`config.mk`:
```
export PLATFORM = sky130hd
export DESIGN_NAME = mrr_port_router
export DESIGN_NICKNAME = d
export VERILOG_FILES = /design/src/rtl/mrr_pkg.sv /design/src/rtl/mrr_tag_pipe.sv /design/src/rtl/mrr_port_pick.sv /design/src/rtl/mrr_tap_mux.sv /design/src/rtl/mrr_port_router.sv
export SDC_FILE = /design/constraint.sdc
export NUM_CORES = 1
export LEC_CHECK = 0
export BUFFER_PORTS_ARGS = -buffer_cell sky130_fd_sc_hd__buf_4
export CORE_AREA = 2 2 522 524
export CTS_CLUSTER_DIAMETER = 50
export DETAILED_ROUTE_END_ITERATION = 10
export DIE_AREA = 0 0 524 526
export PLACE_DENSITY_LB_ADDON = 0.08
export SYNTH_ARGS = -nofsm -noshare
export SYNTH_HDL_FRONTEND = slang
export SYNTH_SLANG_ARGS = --single-unit
```
`constraint.sdc`:
```
create_clock -name clk -period 3.27 [get_ports clk]
set_input_delay 0.4905 -clock clk [delete_from_list [all_inputs] [get_ports clk]]
set_output_delay 0.4905 -clock clk [all_outputs]
set_load 0.005 [all_outputs]
```
`src/rtl/mrr_pkg.sv`:
```
package mrr_pkg;

    typedef enum logic [2:0] {
        OP_MUL  = 3'd0,
        OP_AMAC = 3'd1,
        OP_MULH = 3'd2,
        OP_MACL = 3'd3,
        OP_MACH = 3'd4
    } mrr_op_e;

    localparam int unsigned NPORT  = 4;
    localparam int unsigned NSIZE  = 4;
    localparam int unsigned SIZE_W = 2;
    localparam int unsigned OP_W   = 3;

    function automatic logic op_known(input logic [OP_W-1:0] op);
        return op <= OP_MACH;
    endfunction

    // Fixed opcode-to-port map; port 0 is the low part, port 1 the high part.
    function automatic logic op_hits_port(input logic [OP_W-1:0] op, input int unsigned port);
        logic r;
        unique case (port)
            0:       r = (op == OP_MUL) || (op == OP_AMAC) || (op == OP_MULH);
            1:       r = (op == OP_MULH);
            2:       r = (op == OP_MACL);
            3:       r = (op == OP_MACH);
            default: r = 1'b0;
        endcase
        return r;
    endfunction

endpackage

```
`src/rtl/mrr_tag_pipe.sv`:
```
module mrr_tag_pipe
    import mrr_pkg::*;
#(
    parameter int unsigned DEPTH = 6,
    parameter int unsigned TAG_W = 6
) (
    input  logic                 clk,
    input  logic                 rst,
    input  logic                 in_vld,
    input  logic [OP_W-1:0]      in_op,
    input  logic [SIZE_W-1:0]    in_size,
    input  logic [TAG_W-1:0]     in_tag,
    output logic                 st_vld  [DEPTH],
    output logic [OP_W-1:0]      st_op   [DEPTH],
    output logic [SIZE_W-1:0]    st_size [DEPTH],
    output logic [TAG_W-1:0]     st_tag  [DEPTH]
);

    for (genvar g = 0; g < DEPTH; g++) begin : g_stage
        logic              nx_vld;
        logic [OP_W-1:0]   nx_op;
        logic [SIZE_W-1:0] nx_size;
        logic [TAG_W-1:0]  nx_tag;

        if (g == 0) begin : g_head
            assign nx_vld  = in_vld;
            assign nx_op   = in_op;
            assign nx_size = in_size;
            assign nx_tag  = in_tag;
        end else begin : g_body
            assign nx_vld  = st_vld[g-1];
            assign nx_op   = st_op[g-1];
            assign nx_size = st_size[g-1];
            assign nx_tag  = st_tag[g-1];
        end

        always_ff @(posedge clk) begin
            if (rst) begin
                st_vld[g] <= 1'b0;
            end else begin
                st_vld[g] <= nx_vld;
            end
        end

        always_ff @(posedge clk) begin
            st_op[g]   <= nx_op;
            st_size[g] <= nx_size;
            st_tag[g]  <= nx_tag;
        end
    end

endmodule

```
`src/rtl/mrr_port_pick.sv`:
```
module mrr_port_pick
    import mrr_pkg::*;
#(
    parameter int unsigned PORT_ID = 0,
    parameter int unsigned DEPTH   = 6,
    parameter int unsigned TAG_W   = 6,
    parameter int unsigned LAT_B   = 4,
    parameter int unsigned LAT_H   = 5,
    parameter int unsigned LAT_W   = 5,
    parameter int unsigned LAT_D   = 6
) (
    input  logic                 st_vld  [DEPTH],
    input  logic [OP_W-1:0]      st_op   [DEPTH],
    input  logic [SIZE_W-1:0]    st_size [DEPTH],
    input  logic [TAG_W-1:0]     st_tag  [DEPTH],
    output logic                 hit,
    output logic                 collide,
    output logic [SIZE_W-1:0]    win_size,
    output logic [TAG_W-1:0]     win_tag
);

    logic [DEPTH-1:0] lands;

    function automatic int unsigned lat_of(input logic [SIZE_W-1:0] s);
        int unsigned r;
        unique case (s)
            2'd0:    r = LAT_B;
            2'd1:    r = LAT_H;
            2'd2:    r = LAT_W;
            default: r = LAT_D;
        endcase
        return r;
    endfunction

    always_comb begin
        for (int s = 0; s < DEPTH; s++) begin
            lands[s] = st_vld[s] && (lat_of(st_size[s]) == s + 1)
                       && op_hits_port(st_op[s], PORT_ID);
        end
    end

    // Ascending scan: the last match is the deepest stage, i.e. the oldest operation.
    always_comb begin
        win_size = '0;
        win_tag  = '0;
        for (int s = 0; s < DEPTH; s++) begin
            if (lands[s]) begin
                win_size = st_size[s];
                win_tag  = st_tag[s];
            end
        end
    end

    assign hit     = |lands;
    assign collide = $countones(lands) > 1;

endmodule

```
`src/rtl/mrr_tap_mux.sv`:
```
module mrr_tap_mux
    import mrr_pkg::*;
#(
    parameter int unsigned DATA_W = 64
) (
    input  logic [NSIZE*DATA_W-1:0] taps,
    input  logic [SIZE_W-1:0]       sel,
    output logic [DATA_W-1:0]       dout
);

    always_comb begin
        dout = '0;
        for (int i = 0; i < NSIZE; i++) begin
            if (sel == SIZE_W'(i)) begin
                dout = taps[i*DATA_W +: DATA_W];
            end
        end
    end

endmodule

```
`src/rtl/mrr_port_router.sv`:
```
module mrr_port_router
    import mrr_pkg::*;
#(
    parameter int unsigned DATA_W = 64,
    parameter int unsigned TAG_W  = 6,
    parameter int unsigned LAT_B  = 4,
    parameter int unsigned LAT_H  = 5,
    parameter int unsigned LAT_W  = 5,
    parameter int unsigned LAT_D  = 6
) (
    input  logic                      clk,
    input  logic                      rst,
    input  logic                      issue_valid,
    input  logic [2:0]                issue_op,
    input  logic [1:0]                issue_size,
    input  logic [TAG_W-1:0]          issue_tag,
    input  logic                      ext_sel_en,
    input  logic [2*4-1:0]            ext_sel,
    input  logic [4*DATA_W-1:0]       lo_tap,
    input  logic [4*DATA_W-1:0]       hi_tap,
    input  logic [4*DATA_W-1:0]       macl_tap,
    input  logic [4*DATA_W-1:0]       mach_tap,
    output logic [3:0]                port_valid,
    output logic [4*TAG_W-1:0]        port_tag,
    output logic [4*DATA_W-1:0]       port_data,
    output logic [3:0]                port_collide
);

    localparam int unsigned LAT_BH = (LAT_B > LAT_H) ? LAT_B : LAT_H;
    localparam int unsigned LAT_WD = (LAT_W > LAT_D) ? LAT_W : LAT_D;
    localparam int unsigned DEPTH  = (LAT_BH > LAT_WD) ? LAT_BH : LAT_WD;

    logic              st_vld  [DEPTH];
    logic [OP_W-1:0]   st_op   [DEPTH];
    logic [SIZE_W-1:0] st_size [DEPTH];
    logic [TAG_W-1:0]  st_tag  [DEPTH];

    mrr_tag_pipe #(
        .DEPTH (DEPTH),
        .TAG_W (TAG_W)
    ) pipe_i (
        .clk     (clk),
        .rst     (rst),
        .in_vld  (issue_valid && op_known(issue_op)),
        .in_op   (issue_op),
        .in_size (issue_size),
        .in_tag  (issue_tag),
        .st_vld  (st_vld),
        .st_op   (st_op),
        .st_size (st_size),
        .st_tag  (st_tag)
    );

    for (genvar p = 0; p < NPORT; p++) begin : g_port
        logic [NSIZE*DATA_W-1:0] taps;
        logic [SIZE_W-1:0]       win_size;
        logic [SIZE_W-1:0]       sel;

        if (p == 0) begin : g_lo
            assign taps = lo_tap;
        end else if (p == 1) begin : g_hi
            assign taps = hi_tap;
        end else if (p == 2) begin : g_acl
            assign taps = macl_tap;
        end else begin : g_ach
            assign taps = mach_tap;
        end

        mrr_port_pick #(
            .PORT_ID (p),
            .DEPTH   (DEPTH),
            .TAG_W   (TAG_W),
            .LAT_B   (LAT_B),
            .LAT_H   (LAT_H),
            .LAT_W   (LAT_W),
            .LAT_D   (LAT_D)
        ) pick_i (
            .st_vld   (st_vld),
            .st_op    (st_op),
            .st_size  (st_size),
            .st_tag   (st_tag),
            .hit      (port_valid[p]),
            .collide  (port_collide[p]),
            .win_size (win_size),
            .win_tag  (port_tag[p*TAG_W +: TAG_W])
        );

        assign sel = ext_sel_en ? ext_sel[p*SIZE_W +: SIZE_W] : win_size;

        mrr_tap_mux #(
            .DATA_W (DATA_W)
        ) mux_i (
            .taps (taps),
            .sel  (sel),
            .dout (port_data[p*DATA_W +: DATA_W])
        );
    end

endmodule

```
== Word level (Yosys, flattened, before mapping) ==
Cells that the tools add are included.
Widths: inputs -> output; s select.
Operators by class
  $add $sub $neg: 20
  order comparisons: 5
  equality and inequality tests: 54
  muxes and demuxes: 74
  reductions and logical operators: 69
Operator list (number)
  $mux 64: 16
  $add 32x32->32: 8
  $mux 6: 24
  $gt 32x2->1 const B: 4
  $eq 32x2->1 const B: 2
  $mux 2: 28
  $eq 3x2->1 const B: 12
  $eq 32x3->1 const B: 1
  $logic_and 1x1->1: 31
  $eq 2x2->1 const B: 14
  $add 1x1->2: 12
  $eq 3x3->1 const B: 8
  $pmux 2 s2: 6
  $reduce_or 6->1: 4
  $eq 3x1->1 const B: 7
  $eq 2x1->1 const B: 10
  $logic_not 2->1: 10
  $logic_not 3->1: 6
  $logic_or 1x1->1: 12
  $reduce_or 2->1: 6
  $le 3x3->1 const B: 1
Storage, ports and cells
  bits in registers: 72
  input port bits: 1047
  output and inout port bits: 288
  logic and storage cells: 246

== Logic depth before layout (Yosys ltp) ==
  depth in word-level cells: 18
  depth in mapped cells: 9
  gate-level depth less buffers: 6

== By module ==
From an unflattened synthesis, not the netlist that was laid out.
Second synthesis, totals
  cell total of the unflattened synthesis: 602
  area total of the unflattened synthesis: 9549.2 um^2
By module, submodules not included
  mrr_tap_mux: times used 4, cells an instance 78, area an instance 1622.8 um^2, seq. area each 0.0 um^2
  mrr_tag_pipe: times used 1, cells an instance 83, area an instance 1516.5 um^2, seq. area each 1441.4 um^2
  mrr_port_pick at g_port[3].pick_i: times used 1, cells an instance 54, area an instance 399.1 um^2, seq. area each 0.0 um^2
  mrr_port_pick at g_port[1].pick_i: times used 1, cells an instance 49, area an instance 379.1 um^2, seq. area each 0.0 um^2
  mrr_port_pick at g_port[2].pick_i: times used 1, cells an instance 49, area an instance 352.8 um^2, seq. area each 0.0 um^2
  mrr_port_pick at g_port[0].pick_i: times used 1, cells an instance 44, area an instance 267.8 um^2, seq. area each 0.0 um^2
  mrr_port_router: times used 1, cells an instance 11, area an instance 142.6 um^2, seq. area each 0.0 um^2

== Worst setup path after synthesis ==
Ideal clock, no wire load.
  path type: in2out
  start point: input ext_sel_en
  end point: output port_data[100]
  data arrival time: 1.919 ns
  data required time: 2.779 ns
  slack: 0.861 ns
  stages on the path: 7
  path buffers: 3
  cell sequence: buf_4 > or3b_4 > o221ai_2 > buf_6 > buf_4 > mux2i_1 > o211ai_2
Between the ends
  cells in the longest elaborated chain, start to end: 6
  elaborated cells on any way between the ends: 9
  classes of those cells: 3 x eq/ne; 5 x mux; 1 x reduce/logical
Ends and longest elaborated chain
  from (decl): line mrr_port_router.sv:17  | input logic ext_sel_en,
  $mux 2 *: line mrr_port_router.sv:88  | assign sel = ext_sel_en ? ext_sel[p*SIZE_W +: SIZE_W] : win_size;
  $logic_not 2->1: line mrr_tap_mux.sv:14  | if (sel == SIZE_W'(i)) begin
  $mux 64 (3 in series): line mrr_tap_mux.sv:14
  $mux 64 *: line mrr_tap_mux.sv:14
  to (decl): line mrr_port_router.sv:25  | output logic [4*DATA_W-1:0] port_data,
Every way passes the cells marked *; elsewhere a longest branch is shown, timed or not.

== Final worst setup path ==
  start point: register pipe_i.st_size (netlist bit pipe_i.g_stage[5].nx_size[1])
  end point: output port_data[69]
Between the ends
  cells in the longest elaborated chain, start to end: 14
  elaborated cells on any way between the ends: 19
  classes of those cells: 6 x eq/ne; 8 x mux; 5 x reduce/logical
Ends and longest elaborated chain
  from (decl): line mrr_tag_pipe.sv:15  | output logic [SIZE_W-1:0] st_size [DEPTH],
  from (signal, indexed assignment): line mrr_tag_pipe.sv:47  | st_size[g] <= nx_size;
  $eq 2x1->1 or $eq 2x2->1 (tied branches): line mrr_port_pick.sv:26  | unique case (s)
  $reduce_or 2->1 (no line)
  $pmux 2 s2: line mrr_port_pick.sv:26
  $eq 3x3->1: line mrr_port_pick.sv:37  | lands[s] = st_vld[s] && (lat_of(st_size[s]) == s + 1)
  $logic_and 1x1->1: line mrr_port_pick.sv:37
  $logic_and 1x1->1: line mrr_port_pick.sv:38  | && op_hits_port(st_op[s], PORT_ID);
  $mux 2 * (2 in series): line mrr_port_pick.sv:47  | if (lands[s]) begin
  $mux 2 *: line mrr_port_router.sv:88
  $logic_not 2->1: line mrr_tap_mux.sv:14
  $mux 64 (3 in series): line mrr_tap_mux.sv:14
  $mux 64 *: line mrr_tap_mux.sv:14
Marks and branches as above.

==> results.md <==
- Status: finished with violations
- Failing checks: setup timing
- Largest net degree at the start of global routing: 68
- CTS root buf: clkbuf_16
- Worst skew pair latency: 0.35 ns
- Slew Viols, Final: 0
- Placer Congestion: ~0.84
- Core Area: 269,800 sq um
- First-pass DRT Iterations: 5
- Netlist cell types: 44
- Max incr delay on CP: 0.59 ns
- Worst path slowest cell: o211ai_1
- Initial antenna violation count: 54
- Fin nets: 4,121
- Syn avg cell area: 6.075 sq um
- Htree depth: 3
- DRT antenna net count: 0
- WP data arrival: 2.84 ns
- Layout Utilization: 10.80%
- Static leakage: 12.37 nW
- Area leader, netlist: nand2_1
- Fillers: roughly 32,000
- Drc violations: 0
- Synth top area share: approximately 23%
- Fin Clk Skew: 0.007074 ns
- Seq pwr share: between 10% and 20%
- Mapped Nets: 2,688
- Final instance area: about 30,000 sq um
- Tcrit/Tclk final: 101.9%
- Global-route wire length before repair: approximately 210,000 microns
- Critical path buffer and inverter count: 5
- Post-Syn Instances: 1,637
- TritonCTS clock tree: done
- Async SR Flop Fraction: 0%
- Die W: 524 microns
- Setup CP Type: flop to primary output
- Clock power frac: between 15 and 20%
- CP Cell Sequence: buf_6 -> or3b_4 -> o221ai_4 -> buf_12 -> buf_16 -> mux2i_4 -> o211ai_1 -> buf_4 -> buf_6
- Sequential fraction of the synthesis area: 14.49%
- Total CTS buffers: 9
- FF+latch count, synth: 72
- Full die area: 275,600 sq um
- Share of cells above drive strength 1: 59.97%
- Post-Syn Area: 9945 sq um
- Family with the most delay on the worst path: compound AO/OA/AOI/OAI gates
- Row cnt: roughly 190
- Net Sw Frac: 39.28%
- Setup violations, final: 12
- Layout Area Growth over Synthesis: 192.9%
- Placed inst area: about 25,000 sq um
- Req. time, crit path: 2.78 ns
- Register area: 1459 sq um
- Post-route insts no fill: approximately 6,700
- Worst min-delay path class: primary input to flop
- Logic gate share of total power: 66.9%
- CP Capture Type: primary output
- Area of the multi-input gates: 9180 sq um
- Crit path launch type: flop
- Setup Total Neg Slack: -0.2002 ns
- EDFF count, synth: 0
- Crit path max fanout: 6
- Ys Warns: 0
- Most frequent cell on the critical path: buf_6
- Slew headroom: 44.53%
- HPWL Detailed: ~150,000 microns
- GRT Total Usage: 11.63%
- I/O Pins: approximately 1,300
- Cell-internal power: 3.634 mW
- Sink Count: 72
- Vias/cell: 2.847
- Worst hold margin: ~0.24 ns
- Max Cap Viol: 0
- P per Cell Area: 205.5 nW/um^2
- Initial core utilization: under 10%
- Switching power: 2.351 mW
- Worst-Margin Slew: about 0.83 ns
- Fmax: 0.3002 GHz
- Final Power: ~6.0 mW
- DRT iter0 DRCs: between 900 and 1,000
- Maximum clock path buffer count: 2
- Ranking of synthesized cells by area: nand2_1, a32oi_1, dfxtp_1, a21oi_1, mux2i_1
- Die Ht: 526 microns
- Period minus WS final: 3.331 ns
- Buffers on Ports: 1,334
- DP Cell Count: around 6,500
- Routed len/inst: around 26 microns
- Pre-CTS WS: -0.4281 ns
- Final worst slack: -0.06104 ns
- Count of final hold-check violations: 0
- Total wire length: 170,400 microns
- Clock Pin Slew Worst Setup and Hold Paths: 0.06 ns
- Synth Flop Type: dfxtp_1
- Total grt overflow: 0
- Worst VDD drop: roughly 0.21 mV
- Routed via count: 18,950
- RSZ-0062 raised after global routing: yes
- Number of global-route vias before repair: 19,770
- Post-CTS Hold Fix Bufs: 0
cell usage in the layout, fill, tap and decap left out, types with 23 or more instances in the layout:
| master | instances |
|---|---|
| buf_4 | 1420 |
| nand2_1 | 557 |
| a21oi_1 | 169 |
| nand3_1 | 132 |
| a32oi_1 | 123 |
| buf_6 | 82 |
| dfxtp_1 | 64 |
| buf_12 | 57 |
| o211ai_1 | 53 |
| a32oi_2 | 47 |
| mux2i_1 | 39 |
| nand2_2 | 29 |
| a21oi_2 | 23 |
cell usage after synthesis (2+ instances only):
| cell type | n |
|---|---|
| nor2_1 | 22 |
| nand2_1 | 606 |
| a21oi_1 | 200 |
| a31oi_1 | 12 |
| dfxtp_1 | 72 |
| mux2i_1 | 69 |
| nor2b_1 | 6 |
| buf_4 | 22 |
| and3_1 | 6 |
| clkinv_1 | 3 |
| a211oi_1 | 2 |
| o211ai_2 | 10 |
| a32oi_1 | 190 |
| a22oi_1 | 9 |
| o221ai_2 | 2 |
| inv_1 | 3 |
| nand2b_1 | 2 |
| buf_2 | 61 |
| o211ai_1 | 53 |
| or2_2 | 2 |
| or3_1 | 4 |
| a21o_1 | 7 |
| clkbuf_1 | 78 |
| nand3b_1 | 2 |
| ha_1 | 4 |
| nand4b_1 | 2 |
| buf_1 | 13 |
| nand3_1 | 138 |
| o221a_2 | 2 |
| buf_6 | 6 |
| o21ai_2 | 2 |
| or3b_4 | 2 |
| o21ai_0 | 14 |
path summary, 6_finish.rpt:
path,slack (ns),cells after the start,from,to
worst min register to register,0.32,0,pipe_i.g_stage[2].nx_tag[3],pipe_i.g_stage[3].nx_tag[3]
worst max-delay path,-0.06,9,pipe_i.g_stage[5].nx_size[1],port_data[69]
worst max register to register,2.56,2,pipe_i.g_stage[5].nx_size[1],pipe_i.st_size[1]
worst min-delay path,0.24,1,issue_tag[4],pipe_i.g_stage[1].nx_tag[4]
registers in the layout, summed over array words and instances (netlist names):
name,flops
pipe_i.g_stage.nx_op,15
pipe_i.st_tag,6
pipe_i.st_size,2
pipe_i.g_stage.nx_size,10
pipe_i.st_op,3
pipe_i.g_stage.nx_vld,5
pipe_i.g_stage.nx_tag,30
pipe_i.st_vld,1
final cells by class:
cell class                 count  share of cell area, %
clock buffer                  12                 0.8806
sequential                    72                  5.009
multi-input combinational   1379                  31.52
tap                         3570                  15.34
antenna                       11                0.09451
timing repair buffer        1602                  46.90
clock inverter                 4                 0.1761
inverter                       6                0.08591
layer usage:
layer,track usage [%],wire (microns),part of all wire (%),up-vias
met2,18.77,76500,45,959
met3,4.224,16170,9.5,104
met1,15.34,76370,45,8990
met4,0.6106,1146,0.67,26
li1,-,-,-,8873
met5,0,175,0.10,-
cells by family (layout without fill, tap and decap cells):
group	after synthesis	after routing	share of synthesized area, %
compound gates	504	504	35.66
other cells	0	11	0
flops	72	72	14.49
simple gates	802	802	33.33
buf+inv	186	1624	9.071
fa+ha+maj	4	4	0.5033
mux	69	69	6.945
power groups by stage:
stage / clock [mW] / combinational, mW / sequential [mW]
global route: 1.13 / 4.33 / 0.960
CTS: 1.10 / 3.97 / 0.955
detailed placement: 0 / 3.54 / 0.975
global placement: 0 / 3.57 / 0.976
finish: 1.03 / 4.00 / 0.953
floorplan: 0 / 0.876 / 0.961
what timing repair did:
| item | in CTS | in global routing |
|---|---|---|
| cloned | 17 | 3 |
| hold endpoints to repair | 0 | 0 |
| resized for setup | 252 | 206 |
| buffers inserted | 74 | 25 |
| endpoints found under the setup margin | 153 | 166 |
| pin swaps | 82 | 93 |
No activity file was read; power rests on OpenSTA's default activity.
